## src/rtl/cpwin_pkg.sv

```systemverilog
package cpwin_pkg;

   localparam int unsigned PROF_W = 5;

   // step s (0-based) reads profile bit 3,2,1,0 then 4
   function automatic int unsigned scan_bit(input int unsigned step);
      return (step < PROF_W - 1) ? (PROF_W - 2 - step) : (PROF_W - 1);
   endfunction

endpackage

```

## src/rtl/cpwin_decode.sv

```systemverilog
module cpwin_decode
   import cpwin_pkg::*;
#(
   parameter int unsigned TIME_W     = 16,
   parameter int unsigned STEP_TICKS = 500,
   parameter int unsigned DEF_STOP   = 3000
) (
   input  logic [PROF_W-1:0] profile_i,
   output logic [TIME_W-1:0] start_o,
   output logic [TIME_W-1:0] stop_o
);

   logic rise;
   logic fall;
   logic bit_v;

   always_comb begin
      rise    = 1'b0;
      fall    = 1'b0;
      bit_v   = 1'b0;
      start_o = '0;
      stop_o  = TIME_W'(DEF_STOP);
      for (int unsigned s = 0; s < PROF_W; s++) begin
         bit_v = profile_i[scan_bit(s)];
         if (bit_v && !rise) begin
            start_o = TIME_W'(STEP_TICKS * (s + 1));
            rise    = 1'b1;
         end else if (!bit_v && rise && !fall) begin
            stop_o = TIME_W'(STEP_TICKS * (s + 1));
            fall   = 1'b1;
         end
      end
   end

endmodule

```

## src/rtl/cpwin_satadd.sv

```systemverilog
module cpwin_satadd #(
   parameter int unsigned TIME_W = 16,
   parameter int unsigned DLY_W  = 16
) (
   input  logic [TIME_W-1:0] edge_i,
   input  logic [DLY_W-1:0]  delay_i,
   output logic [TIME_W-1:0] edge_o
);

   localparam int unsigned SUM_W = TIME_W + 1;

   logic [SUM_W-1:0] sum;

   assign sum    = {1'b0, edge_i} + SUM_W'(delay_i);
   assign edge_o = sum[TIME_W] ? {TIME_W{1'b1}} : sum[TIME_W-1:0];

endmodule

```

## src/rtl/cpwin_merge.sv

```systemverilog
module cpwin_merge #(
   parameter int unsigned TIME_W = 16
) (
   input  logic [TIME_W-1:0] a_start_i,
   input  logic [TIME_W-1:0] a_stop_i,
   input  logic [TIME_W-1:0] b_start_i,
   input  logic [TIME_W-1:0] b_stop_i,
   input  logic              op_and_i,
   output logic [TIME_W-1:0] start_o,
   output logic [TIME_W-1:0] stop_o,
   output logic              disjoint_o
);

   logic a_first;
   logic a_last;

   assign a_first    = a_start_i < b_start_i;
   assign a_last     = a_stop_i > b_stop_i;
   assign start_o    = (op_and_i ^ a_first) ? a_start_i : b_start_i;
   assign stop_o     = (op_and_i ^ a_last)  ? a_stop_i  : b_stop_i;
   assign disjoint_o = (a_start_i > b_stop_i) || (b_start_i > a_stop_i);

endmodule

```

## src/rtl/cpwin_unit.sv

```systemverilog
module cpwin_unit
   import cpwin_pkg::*;
#(
   parameter int unsigned TIME_W     = 16,
   parameter int unsigned DLY_W      = 16,
   parameter int unsigned STEP_TICKS = 500,
   parameter int unsigned DEF_STOP   = 3000,
   parameter bit          MERGE_REG  = 1'b0
) (
   input  logic              clk_i,
   input  logic              rst_ni,
   input  logic              load_i,
   input  logic [4:0]        profile_i,
   input  logic [DLY_W-1:0]  delay_i,
   input  logic              hit_valid_i,
   input  logic [TIME_W-1:0] hit_time_i,
   input  logic [TIME_W-1:0] other_start_i,
   input  logic [TIME_W-1:0] other_stop_i,
   input  logic              op_and_i,
   output logic [TIME_W-1:0] win_start_o,
   output logic [TIME_W-1:0] win_stop_o,
   output logic [TIME_W-1:0] mrg_start_o,
   output logic [TIME_W-1:0] mrg_stop_o,
   output logic              coinc_o,
   output logic              disjoint_o
);

   localparam int unsigned NEDGE   = 2;
   localparam longint      T_RANGE = longint'(1) << TIME_W;

   if (DEF_STOP >= T_RANGE || STEP_TICKS * PROF_W >= T_RANGE) begin : g_bad_range
      $error("cpwin_unit: TIME_W too narrow for step or default stop");
   end
   if (DLY_W > TIME_W) begin : g_bad_dly
      $error("cpwin_unit: DLY_W must not exceed TIME_W");
   end
   if (PROF_W != 5) begin : g_bad_prof
      $error("cpwin_unit: profile width must be 5");
   end

   logic [TIME_W-1:0] raw_edge [NEDGE];
   logic [TIME_W-1:0] adj_edge [NEDGE];
   logic [TIME_W-1:0] start_q, stop_q;
   logic              coinc_q;
   logic [TIME_W-1:0] m_start, m_stop;
   logic              m_disj;

   cpwin_decode #(
      .TIME_W    (TIME_W),
      .STEP_TICKS(STEP_TICKS),
      .DEF_STOP  (DEF_STOP)
   ) u_decode (
      .profile_i(profile_i),
      .start_o  (raw_edge[0]),
      .stop_o   (raw_edge[1])
   );

   for (genvar e = 0; e < NEDGE; e++) begin : g_edge
      cpwin_satadd #(
         .TIME_W(TIME_W),
         .DLY_W (DLY_W)
      ) u_add (
         .edge_i (raw_edge[e]),
         .delay_i(delay_i),
         .edge_o (adj_edge[e])
      );
   end

   always_ff @(posedge clk_i) begin
      if (!rst_ni) begin
         start_q <= '0;
         stop_q  <= '0;
         coinc_q <= 1'b0;
      end else begin
         if (load_i) begin
            start_q <= adj_edge[0];
            stop_q  <= adj_edge[1];
         end
         coinc_q <= hit_valid_i && (hit_time_i > start_q) && (hit_time_i < stop_q);
      end
   end

   cpwin_merge #(
      .TIME_W(TIME_W)
   ) u_merge (
      .a_start_i (start_q),
      .a_stop_i  (stop_q),
      .b_start_i (other_start_i),
      .b_stop_i  (other_stop_i),
      .op_and_i  (op_and_i),
      .start_o   (m_start),
      .stop_o    (m_stop),
      .disjoint_o(m_disj)
   );

   if (MERGE_REG) begin : g_merge_reg
      logic [TIME_W-1:0] ms_q, mt_q;
      logic              md_q;
      always_ff @(posedge clk_i) begin
         if (!rst_ni) begin
            ms_q <= '0;
            mt_q <= '0;
            md_q <= 1'b0;
         end else begin
            ms_q <= m_start;
            mt_q <= m_stop;
            md_q <= m_disj;
         end
      end
      assign mrg_start_o = ms_q;
      assign mrg_stop_o  = mt_q;
      assign disjoint_o  = md_q;
   end else begin : g_merge_comb
      assign mrg_start_o = m_start;
      assign mrg_stop_o  = m_stop;
      assign disjoint_o  = m_disj;
   end

   assign win_start_o = start_q;
   assign win_stop_o  = stop_q;
   assign coinc_o     = coinc_q;

endmodule

```

## config.mk

```make
export PLATFORM = sky130hd
export DESIGN_NAME = cpwin_unit
export DESIGN_NICKNAME = d
export VERILOG_FILES = /design/src/rtl/cpwin_pkg.sv /design/src/rtl/cpwin_decode.sv /design/src/rtl/cpwin_satadd.sv /design/src/rtl/cpwin_merge.sv /design/src/rtl/cpwin_unit.sv
export SDC_FILE = /design/constraint.sdc
export NUM_CORES = 1
export LEC_CHECK = 0
export BUFFER_PORTS_ARGS = -buffer_cell sky130_fd_sc_hd__buf_2
export CAP_MARGIN = 20
export CORE_MARGIN = 4
export CORE_UTILIZATION = 49
export DETAILED_ROUTE_END_ITERATION = 12
export GPL_TIMING_DRIVEN = 0
export PLACE_DENSITY = 0.79
export SYNTH_ARGS = -nofsm -noshare
export SYNTH_HDL_FRONTEND = slang
export SYNTH_SLANG_ARGS = --single-unit
```

## constraint.sdc

```tcl
create_clock -name clk_i -period 3.1 [get_ports clk_i]
set_input_delay 0.465 -clock clk_i [delete_from_list [all_inputs] [get_ports clk_i]]
set_output_delay 0.465 -clock clk_i [all_outputs]
set_load 0.02 [all_outputs]
```

==> flow_summary.toml, run 1 <==
[run_status]
status = "finished, violations left"
violations = "setup timing"

[synth]
synth_area_mm2 = 0.004832
synth_edf_count = 0
syn_avg_cell_area_um2 = 7.857
synth_cell_types = 53
synth_most_common_cell = "ha_1"
synth_seq_cells = 33
ys_warn_count = 0
synthesis.nets = 803
synth_top_flop_cell = "dfxtp_1"
synth_top_area_cell = "ha_1"
synthTopCellsByArea = "ha_1 29%, dfxtp_1 14%, a21oi_1 6.9%"
async_flop_share = 0
synth.cells.most_frequent = "112 x ha_1, 84 x inv_1, 67 x a21oi_1, 56 x o21ai_0, 33 x dfxtp_1"
syn_inst = 615
synth_top_area_frac = 0.2900
seq_area_frac_synth = 0.1367

[sta]
layout_setup_ws_ns = -0.1353
setup_tns_ns = -1.906
slew_viol_final = 0
hold_viol = 0
finalCritPeriodShare = 1.044
max_slew.worst_pin.slew_ns = 0.4705
period_minus_slack_ns = 3.235
rsz0062_at_grt = "true"
fin_worst_skew_ns = 0.005328
fmax_ghz = 0.3091
maxSlewHeadroom = 0.6782
finalSetupViolCount = 32

[floorplanning]
io_pins = 140
die_w_um = 107.3
start_util = 0.5132
die_area_mm2 = 0.01151
die_h_um = 107.3
core.rowCount = 35
fp.coreArea_mm2 = 0.009415

[detailed_routing]
drt_first_pass_iters = 5
routed_via_density = 5.968
drt_iter0_markers = 353
drc = 0
postRouteAntennaNets = 0
via_count = 5425
wl_mm = 16.64
wl_per_cell_um = 18.31

[grt]
overflow = 0
grt_pass1_vias = 5367
grt_usage = 0.2770
grt_pass1_wl_mm = 25.73
antenna_found_initial = 0
grt_max_degree = 13

[pwr]
ir_drop_mv = 0.2394
share_comb_of_total_power = 0.592
sw_frac_of_total = 0.4188
p_per_area_mw_per_mm2 = 352.9
pwr-share-seq = 0.226
clock_power_share = 0.182
intPower_mw = 1.351
netSwitchingPower_mw = 0.9734
power_mw = 2.325
p_leak_nw = 3.290

[worst_setup_path]
crit_path_cell_trace = "ha_4, nand4_1, buf_4, buf_6, nor3_4, nor4_4, a31oi_4, xnor2_4, buf_6, buf_6, mux2i_1, buf_4"
r2r_slack_ns = 1.21
cp_top_family = "buffers and inverters"
crit_type = "reg -> out"
crit_buf_inv = 5
cp-end-kind = "output pin"
required_ns = 2.63
cp_max_fo = 6
crit_top_cell = "buf_6"
slowest_delay_ns = 0.36
crit_slowest_cell = "dfxtp_4"
crit_arrival_ns = 2.77
cp-start-kind = "flip-flop"

[finish]
num_antenna_cells = 0
final_nets = 967
fin_cells = 909
utilization = 0.6995
fillerInstances = 702
layout-drive-gt1-share = 0.3154
area_growth_pct = 36.30

[placed_design]
gp_congestion = 0.9280
dpl.hpwl_mm = 13.39
place_inst = 880
preCtsSetupSlack_ns = -0.7501
io_buffers = 136

[clock_network]
cts.path.max_buffers = 2
cts_buffers = 5
root_buffer = "clkbuf_8"
holdBufCountCts = 0
path_clk_slew_ns = 0.07
cts_tree = "done"
clock_latency_ns = 0.28
cts_num_sinks = 33
htree_levels = 2

[run]
drv_cap = 0

[worst_hold_path]
hp-class = "in -> reg"
[sequential cells by signal (all words and copies together) (netlist names)]
register / count
win_start_o: 16
win_stop_o: 16
coinc_o: 1
[cells by family after synthesis]
group	Yosys count	synth area share
mux	32	0.06655
flops	33	0.1367
buf+inv	98	0.07794
simple gates	120	0.1295
compound gates	201	0.2587
fa+ha+maj	114	0.2983
xor+xnor	17	0.03237
[final timing paths]
| path | start | end | depth (start not counted) |
|---|---|---|---|
| worst min-delay path | delay_i[1] | win_stop_o[1] | 3 |
| worst min register to register | win_stop_o[9] | win_stop_o[9] | 2 |
| worst max register to register | win_start_o[1] | coinc_o | 8 |
| worst max-delay path | win_stop_o[14] | mrg_stop_o[2] | 12 |
[metal layers]
layer / track usage / vias to the layer above / wire [um]
met5: 0 / - / 0
met3: 0.02100 / 46 / 1055
li1: - / 2577 / -
met4: 0.1014 / 0 / 576
met1: 0.3370 / 2571 / 6725
met2: 0.5067 / 231 / 8283
[cell usage in the layout (no fill, tap or decap), types with 8 or more instances in the layout]
cell | Yosys | layout
mux2i_2 | 0 | 13
dfxtp_2 | 0 | 8
o21ai_0 | 56 | 54
mux2i_1 | 31 | 8
a21oi_1 | 67 | 66
nand3_1 | 8 | 8
clkbuf_1 | 12 | 8
nor2_1 | 30 | 28
buf_2 | 1 | 102
nand4_1 | 16 | 16
a21o_1 | 21 | 21
xor2_1 | 9 | 9
mux2i_4 | 0 | 10
nand2_1 | 16 | 16
nor2b_1 | 12 | 12
o21a_1 | 10 | 9
inv_1 | 84 | 77
dfxtp_1 | 33 | 18
buf_6 | 1 | 19
ha_1 | 112 | 105
buf_4 | 0 | 37
[worst register-to-register path: stages, from the launching register on]
cell	delay, ns
dfxtp_1	0.46
inv_1	0.09
ha_1	0.29
nor2b_1	0.13
o21a_1	0.17
o21a_1	0.17
o21ai_0	0.15
o211ai_1	0.11
o211a_1	0.21
[final cells by class]
cell class,instances,area [um^2],share of cell area
inverter,84,334.1,0.05072
clock inverter,1,30.03,0.004559
multi-input combinational,484,4174,0.6337
timing repair buffer,159,1031,0.1565
sequential,33,696.9,0.1058
clock buffer,7,86.33,0.01311
tap,129,161.4,0.02451
buffer,12,72.57,0.01102
[through the flow]
step / area [um^2] / hold slack (ns)
2_1_floorplan: 5067 / 0.5776
3_3_place_gp: 5909 / 0.5307
3_5_place_dp: 5909 / 0.5404
4_1_cts: 6482 / 0.4335
5_1_grt: 6586 / 0.4390
6_report: 6586 / 0.4420
[what timing repair did]
| action | 4_1_cts | 5_1_grt |
|---|---|---|
| resized for setup | 82 | 34 |
| cloned | 2 | 0 |
| setup endpoints to repair | 52 | 54 |
| setup buffers | 17 | 4 |
| pin swaps | 14 | 12 |
[power groups by stage]
stage	Clock (mW)	Sequential (mW)	Combinational (mW)
after detailed placement	0	0.536	1.16
after CTS	0.426	0.520	1.32
after global routing	0.446	0.530	1.49
final	0.424	0.525	1.38
after floorplan	0	0.560	0.773
after global placement	0	0.534	1.12
Note: power is estimated with default switching activity, not from simulation.
==> inputs of run 2 (changes only) <==
Settings changed: ABC_AREA set to 1, CORE_UTILIZATION 49 to 50.
==> run 2 against run 1 <==
- the run now ends clean
- cell area shrank 1.9%
- combinational power shrank 14%
- sequential share of layout area decreased by 0.35 points
- sequential power grew 2%
- count of clock-buffer cells in the layout fell by 2
- clock skew down 0.0016 ns
- critical path depth shrank 2
- register-to-register slack gained 0.25 ns
==> flow_summary.toml, run 2 <==
[synth]
syn_inst = 849
synth_seq_cells = 33
synth_cell_types = 41
seq_area_frac_synth = 0.1204
synth_top_area_cell = "ha_1"
synth_most_common_cell = "nand2_1"
synth_top_area_frac = 0.2553
synth_edf_count = 0
synth_top_flop_cell = "dfxtp_1"
synthTopCellsByArea = "ha_1 26%, dfxtp_1 12%, nand2_1 12%"
synth.cells.most_frequent = "175 x nand2_1, 135 x inv_1, 112 x ha_1, 92 x nand3_1, 71 x a21oi_1"
async_flop_share = 0
synth_area_mm2 = 0.005489
synthesis.nets = 1037
ys_warn_count = 0
syn_avg_cell_area_um2 = 6.465

[worst_setup_path]
cp_top_family = "flip-flops"
crit_buf_inv = 2
reg2reg_from = "win_start_o[3]"
slowest_delay_ns = 0.49
crit_slowest_cell = "dfxtp_1"
required_ns = 2.63
rr_endpoint = "coinc_o"
cp_max_fo = 10
crit_type = "reg -> out"
cp-start-kind = "flip-flop"
worst-r2r-cell-count = 8
crit_path_cell_trace = "ha_1, a21oi_1, o21ai_0, a21oi_1, nand2_2, nand3_2, buf_4, nand3_1, nand2_1, buf_2"
crit_top_cell = "a21oi_1"
cp-end-kind = "output pin"
r2r_slack_ns = 1.46
crit_arrival_ns = 2.36

[floorplanning]
die_h_um = 112.8
fp.coreArea_mm2 = 0.01051
core.rowCount = 37
start_util = 0.5223
die_w_um = 112.8
die_area_mm2 = 0.01272
io_pins = 140

[sta]
timing.hold.ws_ns = 0.4993
finalCritPeriodShare = 0.9098
fmax_ghz = 0.3545
maxSlewHeadroom = 0.6811
finalSetupViolCount = 0
rsz0062_at_grt = "false"
hold_viol = 0
period_minus_slack_ns = 2.820
max_slew.worst_pin.slew_ns = 0.4784
layout_setup_ws_ns = 0.2795
setup_tns_ns = 0
slew_viol_final = 0
fin_worst_skew_ns = 0.003750

[pwr]
p_leak_nw = 3.781
pwr-share-seq = 0.250
clock_power_share = 0.197
ir_drop_mv = 0.2469
netSwitchingPower_mw = 0.9864
power_mw = 2.134
p_per_area_mw_per_mm2 = 330.4
intPower_mw = 1.148
share_comb_of_total_power = 0.553
sw_frac_of_total = 0.4622

[detailed_routing]
wl_per_cell_um = 14.27
wl_mm = 16.13
via_count = 6032
drc = 0
drt_iter0_markers = 369
drt_first_pass_iters = 5
routed_via_density = 5.338
postRouteAntennaNets = 0

[clock_network]
cts_buffers = 5
holdBufCountCts = 0
htree_levels = 2
cts_num_sinks = 33
cts_tree = "done"
post_cts_buffers = 0
cts.path.max_buffers = 2
root_buffer = "clkbuf_8"
cts_resized = 0
clock_latency_ns = 0.28
path_clk_slew_ns = 0.08

[placed_design]
io_buffers = 137
gp_congestion = 0.9753
dpl.hpwl_mm = 14.02
preCtsSetupSlack_ns = 0.07216
placed_cell_area_mm2 = 0.006345
place_inst = 1122

[finish]
area_growth_pct = 17.69
utilization = 0.6147
final_nets = 1181
fin_cells = 1130
final_common_cell = "nand2_1"
layout-drive-gt1-share = 0.2113
num_antenna_cells = 0
fin_area_mm2 = 0.006460
layout_common_cells = "175 x nand2_1, 139 x buf_2, 135 x inv_1, 112 x ha_1, 92 x nand3_1"

[grt]
overflow = 0
grt_usage = 0.2505
grt_pass1_wl_mm = 26.62
antenna_found_initial = 0
grt_max_degree = 13
grt_pass1_vias = 5830

[worst_hold_path]
hold-path-endpoint = "win_stop_o[0]"
holdPathStages = 4
hp-class = "in -> reg"
hold_start = "delay_i[0]"

[run]
drv_cap = 0

[run_status]
status = "completed"
==> run 2: worst max-delay path by stage <==
stage | from | to | slack (ns) | cells after the start
global placement | profile_i[2] | win_stop_o[10] | 0.11 | 19
CTS | win_stop_o[15] | mrg_stop_o[5] | 0.26 | 10
floorplan | profile_i[2] | win_stop_o[14] | 0.56 | 18
detailed placement | profile_i[2] | win_stop_o[10] | 0.07 | 19
finish | win_stop_o[15] | mrg_stop_o[7] | 0.28 | 10
global route | win_start_o[5] | mrg_start_o[8] | 0.12 | 12
==> run 2: area by class of cell <==
| type | count | area, um^2 |
|---|---|---|
| Fill cell | 1027 | 4049 |
| Tap cell | 136 | 170.2 |
| Inverter | 140 | 541.8 |
| Multi-Input combinational cell | 660 | 4164 |
| Clock inverter | 3 | 46.29 |
| Timing Repair Buffer | 137 | 685.7 |
| Sequential cell | 33 | 660.6 |
| Clock buffer | 5 | 68.82 |
| Buffer | 16 | 122.6 |
==> run 2: routing by layer <==
| layer | vias up | track usage | share of wire |
|---|---|---|---|
| met2 | 200 | 0.4443 | 0.47 |
| met4 | 0 | 0.08974 | 0.028 |
| met5 | - | 0 | 0 |
| met3 | 32 | 0.02781 | 0.053 |
| met1 | 2687 | 0.3121 | 0.45 |
| li1 | 3113 | - | - |
==> run 2: worst min-delay path: cells and delay by family <==
family                 cells  cell delay (ns)
buffers and inverters      2             0.12
AO/OA/AOI/OAI              1             0.07
AND/OR/NAND/NOR            1             0.10
==> run 2: kinds of logic after synthesis <==
| logic type | after synthesis | share of synthesized area |
|---|---|---|
| adders and majority gates | 114 | 0.2626 |
| buffers and inverters | 156 | 0.1210 |
| AOI/OAI and AO/OA | 146 | 0.1429 |
| and+or+nand+nor | 387 | 0.3323 |
| xor gates and xnor gates | 13 | 0.02074 |
| DFF | 33 | 0.1204 |
==> run 2: power groups by stage <==
stage	registers [mW]	logic, mW	clock network, mW
CTS	0.532	1.18	0.418
finish	0.534	1.18	0.421
floorplan	0.563	0.782	0
detailed placement	0.542	1.17	0
global route	0.540	1.34	0.439
global placement	0.541	1.15	0
==> inputs of run 3 (changes only) <==
Settings changed: CORE_UTILIZATION 50 to 60, PLACE_DENSITY 0.79 to 0.89.
Clock period 3.1 ns to 3.6 ns, I/O delays scaled along.
==> run 3 against run 2 <==
- wire length down 3.1%
- critical path type unchanged
- largest cell class unchanged
- cell area down 0.93%
- sequential share of layout area up 0.096 points
- flip-flop and latch count unchanged
==> flow_summary.toml, run 3 (synthesized netlist as in run 2, its figures left out) <==
[sta]
fmax_ghz = 0.3396
fin_worst_skew_ns = 0.009563
hold_viol = 0
timing.hold.ws_ns = 0.5892
finalSetupViolCount = 0
finalCritPeriodShare = 0.8180
maxSlewHeadroom = 0.6710
slew_viol_final = 0
max_slew.worst_pin.slew_ns = 0.4935
rsz0062_at_grt = "false"
period_minus_slack_ns = 2.945
setup_tns_ns = 0

[pwr]
ir_drop_mv = 0.1602
p_leak_nw = 3.769
p_per_area_mw_per_mm2 = 275.2

[worst_setup_path]
cp-end-kind = "output pin"
worst-r2r-cell-count = 7
crit_arrival_ns = 2.40
required_ns = 3.06
cp_max_fo = 10
crit_type = "reg -> out"
cp-start-kind = "flip-flop"

[clock_network]
path_clk_slew_ns = 0.07
cts_num_sinks = 33
root_buffer = "clkbuf_8"
cts_resized = 0
cts.path.max_buffers = 2
cts_buffers = 5
htree_levels = 2
cts_tree = "done"
post_cts_buffers = 0
clock_latency_ns = 0.29
holdBufCountCts = 0

[floorplanning]
die_area_mm2 = 0.01074
die_h_um = 103.6
die_w_um = 103.6
core.rowCount = 34
io_pins = 140
fp.coreArea_mm2 = 0.008806
start_util = 0.6233

[detailed_routing]
wl_mm = 15.63
via_count = 6133
postRouteAntennaNets = 0
wl_per_cell_um = 14.19
drc = 0
drt_iter0_markers = 376
routed_via_density = 5.570
drt_first_pass_iters = 5

[grt]
antenna_found_initial = 0
grt_usage = 0.2899
grt_pass1_wl_mm = 26.45
grt_max_degree = 11
grt_pass1_vias = 5760
overflow = 0

[worst_hold_path]
hp-class = "in -> reg"
holdPathStages = 4

[placed_design]
gp_congestion = 0.9325
io_buffers = 137
dpl.hpwl_mm = 13.58

[finish]
fillerInstances = 779
num_antenna_cells = 0
layout_common_cells = "175 x nand2_1, 139 x buf_2, 135 x inv_1, 112 x ha_1, 92 x nand3_1"
layout-drive-gt1-share = 0.2105
area_growth_pct = 16.59
final_nets = 1181
final_common_cell = "nand2_1"

[run]
drv_cap = 0

[run_status]
status = "completed"
[run 3: cell count changes in the layout (fill, tap and decap cells not counted)]
| cell | previous run | this run |
|---|---|---|
| bufinv_16 | 1 | 0 |
| clkinv_4 | 1 | 0 |
| clkbuf_8 | 5 | 6 |
[run 3: final timing paths]
kind                                  endpoint  slack (ns)            start
worst max-delay path             mrg_stop_o[7]        0.66   win_stop_o[15]
worst min-delay path             win_stop_o[0]        0.59       delay_i[0]
worst max register to register         coinc_o        1.94  win_start_o[13]
worst min register to register  win_stop_o[13]        0.64   win_stop_o[13]
[run 3: metrics by stage]
stage	setup WS [ns]	std cells	area [um^2]	power, mW	utilization
5_1_grt	0.4512	1101	6400	1.916	0.7268
3_3_place_gp	0.5409	1094	6310	1.446	0.7165
4_1_cts	0.6434	1101	6400	1.755	0.7268
6_report	0.6554	1101	6400	1.761	0.7268
2_1_floorplan	0.9826	849	5489	1.158	-
3_5_place_dp	0.5112	1094	6310	1.470	0.7165
[run 3: metal layers]
metal	wire length, um	track usage
met1	6685	0.3515
met2	7510	0.5220
met3	896	0.03358
met4	534	0.1130
met5	0	0
[run 3: cell type report]
class / count / area [um^2] / area share
Clock buffer: 6 / 82.58 / 0.01290
Inverter: 140 / 541.8 / 0.08465
Clock inverter: 1 / 7.507 / 0.001173
Tap cell: 108 / 135.1 / 0.02111
Buffer: 16 / 122.6 / 0.01916
Multi-Input combinational cell: 660 / 4164 / 0.6506
Sequential cell: 33 / 660.6 / 0.1032
Timing Repair Buffer: 137 / 685.7 / 0.1071
[run 3: power by group]
group	switching, mW	total [mW]	internal (mW)
logic	0.629	1.01	0.382
registers	0.0608	0.460	0.399
clock network	0.139	0.290	0.151
[run 3: worst max-delay path: stages, from the launching register on]
cell,delay [ns]
dfxtp_1,0.47
ha_1,0.31
a21oi_1,0.16
o21ai_0,0.11
a21oi_1,0.22
nand2_2,0.12
nand3_2,0.18
buf_4,0.20
nand3_1,0.08
nand2_1,0.09
buf_2,0.17
